--- src/rtl/tmrf_pkg.sv ---
package tmrf_pkg;

    // How the write and read halves of a system cycle are produced
    typedef enum logic [0:0] {
        MODE_DUAL_EDGE   = 1'b0,
        MODE_DOUBLE_RATE = 1'b1
    } tmrf_mode_e;

    // Address width for a given depth, never below one bit
    function automatic int addr_w(input int depth);
        return (depth > 1) ? $clog2(depth) : 1;
    endfunction

endpackage

--- src/rtl/tmrf_phase_gen.sv ---
module tmrf_phase_gen #(
    parameter tmrf_pkg::tmrf_mode_e MODE = tmrf_pkg::MODE_DUAL_EDGE
) (
    input  logic clk,
    input  logic rst,
    output logic rd_phase
);
    generate
        if (MODE == tmrf_pkg::MODE_DUAL_EDGE) begin : g_dual
            // Toggle pair: rising edge flips, falling edge follows.
            // Differ during the high half (read half), equal during the low half.
            logic pos_t;
            logic neg_t;

            always_ff @(posedge clk) begin
                if (rst) pos_t <= 1'b0;
                else     pos_t <= ~pos_t;
            end

            always_ff @(negedge clk) begin
                neg_t <= pos_t;
            end

            assign rd_phase = pos_t ^ neg_t;

            // every rising edge closes a write half
            p_write_half_r1: assert property (@(posedge clk) disable iff (rst)
                !rd_phase)
                else $error("rising edge seen outside write half");
        end else begin : g_double
            // One slot per fast edge, write slot first after reset
            logic wr_slot;

            always_ff @(posedge clk) begin
                if (rst) wr_slot <= 1'b1;
                else     wr_slot <= ~wr_slot;
            end

            assign rd_phase = ~wr_slot;

            // slots strictly alternate
            p_slot_alt_r7: assert property (@(posedge clk) disable iff (rst)
                rd_phase |=> !rd_phase)
                else $error("two read slots in a row");
            p_slot_alt_w_r7: assert property (@(posedge clk) disable iff (rst)
                !rd_phase |=> rd_phase)
                else $error("two write slots in a row");
        end
    endgenerate
endmodule

--- src/rtl/tmrf_array.sv ---
module tmrf_array #(
    parameter int DEPTH = 16,
    parameter int WIDTH = 32,
    localparam int AW   = tmrf_pkg::addr_w(DEPTH)
) (
    input  logic             clk,
    input  logic             we,
    input  logic [AW-1:0]    addr,
    input  logic [WIDTH-1:0] wdata,
    output logic [WIDTH-1:0] rdata
);
    // Single address port: one address serves both write and read
    logic [WIDTH-1:0] mem [DEPTH];

    always_ff @(posedge clk) begin
        if (we) mem[addr] <= wdata;
    end

    assign rdata = mem[addr];
endmodule

--- src/rtl/tmrf_capture.sv ---
module tmrf_capture #(
    parameter tmrf_pkg::tmrf_mode_e MODE = tmrf_pkg::MODE_DUAL_EDGE,
    parameter int WIDTH = 32
) (
    input  logic             clk,
    input  logic             rst,
    input  logic             rd_phase,
    input  logic [WIDTH-1:0] d,
    output logic [WIDTH-1:0] q
);
    generate
        if (MODE == tmrf_pkg::MODE_DUAL_EDGE) begin : g_neg
            // Opposite edge to the array write clock, never transparent
            always_ff @(negedge clk) begin
                if (rst)           q <= '0;
                else if (rd_phase) q <= d;
            end

            // reset clears the read register
            p_rst_clear_r6: assert property (@(negedge clk)
                rst |=> (q == '0))
                else $error("read register not cleared by reset");
            // read edge loads the array word
            p_capture_r3: assert property (@(negedge clk) disable iff (rst)
                rd_phase |=> (q == $past(d)))
                else $error("read register missed array word");
        end else begin : g_pos
            always_ff @(posedge clk) begin
                if (rst)           q <= '0;
                else if (rd_phase) q <= d;
            end

            p_rst_clear_r6: assert property (@(posedge clk)
                rst |=> (q == '0))
                else $error("read register not cleared by reset");
            p_capture_r3: assert property (@(posedge clk) disable iff (rst)
                rd_phase |=> (q == $past(d)))
                else $error("read register missed array word");
            // held through the write slot
            p_hold_r8: assert property (@(posedge clk) disable iff (rst)
                !rd_phase |=> $stable(q))
                else $error("read register changed in write slot");
        end
    endgenerate
endmodule

--- src/rtl/tmrf_regfile.sv ---
module tmrf_regfile #(
    parameter tmrf_pkg::tmrf_mode_e MODE = tmrf_pkg::MODE_DUAL_EDGE,
    parameter int DEPTH = 16,
    parameter int WIDTH = 32
) (
    input  logic                     clk,
    input  logic                     rst,
    input  logic                     wr_en,
    input  logic [$clog2(DEPTH)-1:0] wr_addr,
    input  logic [WIDTH-1:0]         wr_data,
    input  logic [$clog2(DEPTH)-1:0] rd_addr,
    output logic [WIDTH-1:0]         rd_data
);
    localparam int AW = tmrf_pkg::addr_w(DEPTH);

    typedef struct packed {
        logic             en;
        logic [AW-1:0]    addr;
        logic [WIDTH-1:0] data;
    } port_req_t;

    logic             rd_phase;
    port_req_t        arr_req;
    logic [WIDTH-1:0] arr_rdata;

    tmrf_phase_gen #(.MODE(MODE)) u_phase (
        .clk      (clk),
        .rst      (rst),
        .rd_phase (rd_phase)
    );

    // Shared port: write request in the write half, read address otherwise
    always_comb begin
        arr_req.en   = wr_en & ~rd_phase;
        arr_req.addr = rd_phase ? rd_addr : wr_addr;
        arr_req.data = wr_data;
    end

    tmrf_array #(.DEPTH(DEPTH), .WIDTH(WIDTH)) u_arr (
        .clk   (clk),
        .we    (arr_req.en),
        .addr  (arr_req.addr),
        .wdata (arr_req.data),
        .rdata (arr_rdata)
    );

    tmrf_capture #(.MODE(MODE), .WIDTH(WIDTH)) u_cap (
        .clk      (clk),
        .rst      (rst),
        .rd_phase (rd_phase),
        .d        (arr_rdata),
        .q        (rd_data)
    );

    // an enabled write slot leaves the word in the array
    p_write_commit_r2: assert property (@(posedge clk) disable iff (rst)
        arr_req.en |=> (u_arr.mem[$past(arr_req.addr)] == $past(arr_req.data)))
        else $error("write not committed");
    // a write slot with the enable low leaves the addressed word alone
    p_no_write_r5: assert property (@(posedge clk) disable iff (rst)
        (!rd_phase && !wr_en) |=>
            (u_arr.mem[$past(arr_req.addr)] == $past(u_arr.mem[arr_req.addr])))
        else $error("disabled write changed array");
endmodule

--- config.mk ---
export PLATFORM = sky130hd
export DESIGN_NAME = tmrf_regfile
export DESIGN_NICKNAME = d
export VERILOG_FILES = /design/src/rtl/tmrf_pkg.sv /design/src/rtl/tmrf_phase_gen.sv /design/src/rtl/tmrf_array.sv /design/src/rtl/tmrf_capture.sv /design/src/rtl/tmrf_regfile.sv
export SDC_FILE = /design/constraint.sdc
export NUM_CORES = 1
export LEC_CHECK = 0
export BUFFER_PORTS_ARGS = -buffer_cell sky130_fd_sc_hd__clkbuf_2
export CORE_UTILIZATION = 65
export DETAILED_ROUTE_END_ITERATION = 10
export PLACE_DENSITY = 0.86
export SETUP_SLACK_MARGIN = 0.15
export SLEW_MARGIN = 20
export SYNTH_ARGS = -nofsm -noshare
export SYNTH_HDL_FRONTEND = slang
export SYNTH_SLANG_ARGS = --single-unit
--- constraint.sdc ---
create_clock -name clk -period 7.2 [get_ports clk]
set_clock_uncertainty 0.1 [all_clocks]
set_input_delay 0.36 -clock clk [delete_from_list [all_inputs] [get_ports clk]]
set_output_delay 0.36 -clock clk [all_outputs]
set_load 0.03 [all_outputs]
Word level (Yosys, flattened, before mapping) --
Memories as Yosys holds them, arrays and structs flattened. A register that Yosys moved wholly into a read port is not among the register bits. Cells that the tools add are included.
Cells by class: muxes and demuxes 3, bitwise gates (word level) 4
Operators by type and width (number):
- $mux W4 | 1
- $mux W1 | 2
- $not A1 Y1 | 2
- $and A1 B1 Y1 | 1
- $xor A1 B1 Y1 | 1
Storage, ports and cells: register bits 2, RAM bits 512, input bits 43, output and inout port bits 32, memories 1
Memory list:
- u_arr.mem | depth 16, bits a word 32, rd ports 1, clocked after Yosys merged registers in 1, write ports 1, RTL line tmrf_array.sv:13 | logic [WIDTH-1:0] mem [DEPTH];

Logic depth before layout (Yosys ltp) --
depth in word-level cells 5, mapped depth 8

Modules after synthesis --
From an unflattened synthesis, not the netlist that was laid out.
Second synthesis, totals: cell total of the unflattened synthesis 922, area, all modules 20499.7 um^2
Modules (own cells, without submodules):
- tmrf_array | instances 1, cells an instance 808, area an instance 19222.2 um^2, sequential area each 15374.7 um^2
- tmrf_capture | instances 1, cells an instance 104, area an instance 1167.4 um^2, sequential area each 640.6 um^2
- tmrf_phase_gen | instances 1, cells an instance 5, area an instance 56.3 um^2, sequential area each 40.0 um^2
- tmrf_regfile | instances 1, cells an instance 5, area an instance 53.8 um^2, sequential area each 0.0 um^2

==> flow_summary.toml <==
[worst_setup_path]
path_common_cell = "buf_4"
cp_data_required_time_ns = 3.97
worstPathMaxFanout = 44
path_depth = 7
cpLargestDelayFamily = "compound AO/OA/AOI/OAI gates"
startpoint = "u_phase.g_dual.pos_t"
critical_path_class = "reg -> reg"
cp.arrival_ns = 3.54
crit_path_end = "u_cap.q[26]"
reg2reg_depth = 7
reg2reg_slack_ns = 0.43
cp-start-kind = "flip-flop"
r2r_start = "u_phase.g_dual.pos_t"
cp_cell_sequence = "xor2_4 -> buf_4 -> a31oi_4 -> buf_4 -> a21oi_1 -> nor4_1 -> a211oi_1"
rr_endpoint = "u_cap.q[26]"
crit_path_end_kind = "flip-flop"
crit_path_max_incr_delay_ns = 0.58
path_buf_inv = 2
worst_path_max_delay_cell = "buf_4"

[timing]
slew_violations = 0
finalSetupViolCount = 0
max-slew-margin-rel_pct = 26.8
finalSetupTns_ns = 0
tightest_slew_ns = 1.10
rsz0062_at_grt = "false"
final_hold_viol_count = 0
timing.final.ws_setup_ns = 0.433

[pwr]
powerDensity_mw_per_mm2 = 301
leakagePower_nw = 7.43
comb_power_share_pct = 9.0
pwr-share-clk_pct = 39.5
vdd_drop_max_mv = 0.242
p_seq_share_pct = 51.5
finalPower_mw = 6.90
power.switching_mw = 1.63
swShare_pct = 23.6
p_int_mw = 5.27

[layout]
layout-drive-gt1-share_pct = 16.7
postLayoutCoreUtil_pct = 77.0
antenna_cells = 0
nets = 1329
syn_to_final_growth_pct = 15.8
final_area_mm2 = 0.0230

[route]
post_drt_wl_per_cell_um = 28.6
drc = 0
route.antenna.remaining_nets = 0
vias = 12200
drtIter0Drc = 1611
vias_per_cell = 7.11
routed_wl_um = 49100
first_pass_iters = 6

[clock_tree]
clockRootBuffer = "clkbuf_16"
clock_path_buffers = 3
ctsResizeCount = 0
cts_tree = "done"
cts_buffers = 51
h-tree-depth = 2
cts.sinks = 546
path_clk_slew_ns = 0.07
clock_latency_ns = 0.60
holdBufCountCts = 0
postCtsSetupBuffers = 0

[global_route]
grt_pass1_wl_um = 72600
grt_use_total_pct = 32.0
antenna_found_initial = 0
grt_max_degree = 68
overflow = 0
grt_pass1_vias = 12200

[synth]
ys_seq_area_share_pct = 81.0
ys.warnings.count = 0
synth_edf_count = 512
syn-cell-area_mm2 = 0.0198
synth_fp_nets = 1199
synthTopCellsByArea = "edfxtp_1 (78%), a22oi_1 (9.7%), dfxtp_1 (3.4%)"
synth_top_area_share_pct = 77.6
synth-main-ff-cell = "edfxtp_1"
synthArstFlopShare_pct = 0
yosys.cell_types.count = 26
ys_ff_latch = 546
ys_top_cells_by_count = "edfxtp_1 (512), a22oi_1 (256), a21oi_1 (129), clkbuf_1 (46), nor2_1 (44)"
postSynthAreaPerCell_um2 = 17.1
synth_most_common_cell = "edfxtp_1"
postSynthCellCount = 1156
netlist.top_cell.by_area = "edfxtp_1"

[worst_hold_path]
hp-class = "in -> reg"
hold_start = "wr_data[1]"

[run]
maxCapViolCount = 0

[floorplan]
ioPinCount = 75
die_w_um = 177
start_util_pct = 66.5
die_h_um = 177
dieArea_mm2 = 0.0312
rows = 63
core_mm2 = 0.0298

[place]
port_buffers = 74
pre_cts_ws_ns = 0.495
place_congestion = 0.820
post_dp_cell_area_mm2 = 0.0212
dp_hpwl_um = 26500

[outcome]
outcome = "completed"
-- worst min path at each step --
stage	slack, ns	endpoint	cells after the start
6_report	0.11	u_arr.mem[3][1]	1
3_3_place_gp	0.39	u_cap.q[3]	2
4_1_cts	0.09	u_arr.mem[15][21]	1
5_1_grt	0.12	u_arr.mem[13][22]	1
3_5_place_dp	0.39	u_cap.q[30]	2
2_1_floorplan	0.35	u_phase.g_dual.pos_t	1
-- placed cells by master (no fill, tap or decap), types with 32 or more instances in the layout --
| master | synthesis | final |
|---|---|---|
| inv_1 | 3 | 44 |
| dfxtp_1 | 34 | 34 |
| clkbuf_2 | 0 | 74 |
| nor4_1 | 32 | 32 |
| nor2_1 | 44 | 36 |
| a211oi_1 | 32 | 32 |
| clkbuf_16 | 0 | 54 |
| edfxtp_1 | 512 | 512 |
| a22oi_1 | 256 | 256 |
| buf_4 | 1 | 32 |
| a21oi_1 | 129 | 129 |
-- worst reg2reg max path: stages (launching register included) --
cell and delay [ns]:
dfxtp_1 0.48, xor2_4 0.49, buf_4 0.58, a31oi_4 0.49, buf_4 0.36, a21oi_1 0.16, nor4_1 0.08, a211oi_1 0.35
-- sequential cells by signal (all words and copies together), names as in the netlist --
register,count
u_phase.g_dual.pos_t,1
u_arr.mem,512
u_phase.g_dual.neg_t,1
u_cap.q,32
-- stage by stage --
step	cells	hold WS [ns]
detailed placement	1591	0.393
CTS	1717	0.0907
global placement	1591	0.394
finish	1717	0.111
floorplan	1156	0.352
global route	1717	0.123
-- layout make-up --
type	count	area [um2]
multi-input cells	527	3640
fillers	1539	6840
repair buffers	125	991
clock inverters	56	303
well taps	390	488
inverters	2	7.51
clock buffers	71	1470
flip-flops and latches	546	16100
-- power groups by stage --
stage               Clock [mW]  Combinational (mW)  Sequential (mW)
finish                    2.73               0.621             3.56
global route              2.86               0.657             3.56
CTS                       2.73               0.609             3.55
detailed placement      0.0289               0.598             3.62
global placement        0.0289               0.572             3.62
floorplan               0.0289               0.301             3.66
-- metal layers --
layer	wire [um]	vias up	track usage, %
li1	-	5035	-
met1	16900	5980	40.5
met2	25200	1033	54.2
met3	4850	155	4.51
met4	2220	0	16.8
met5	0	-	0
-- cell families (layout without fill, tap and decap cells) --
kind of cell / count (synthesis) / after routing / synth area share, %
multiplexers: 4 / 4 / 0.208
flip-flops: 546 / 546 / 81.0
buffers and inverters: 83 / 254 / 1.79
AO/OA/AOI/OAI: 422 / 422 / 14.4
AND/OR/NAND/NOR: 99 / 99 / 2.53
XOR/XNOR: 2 / 2 / 0.126
Note: power is estimated with default switching activity, not from simulation.
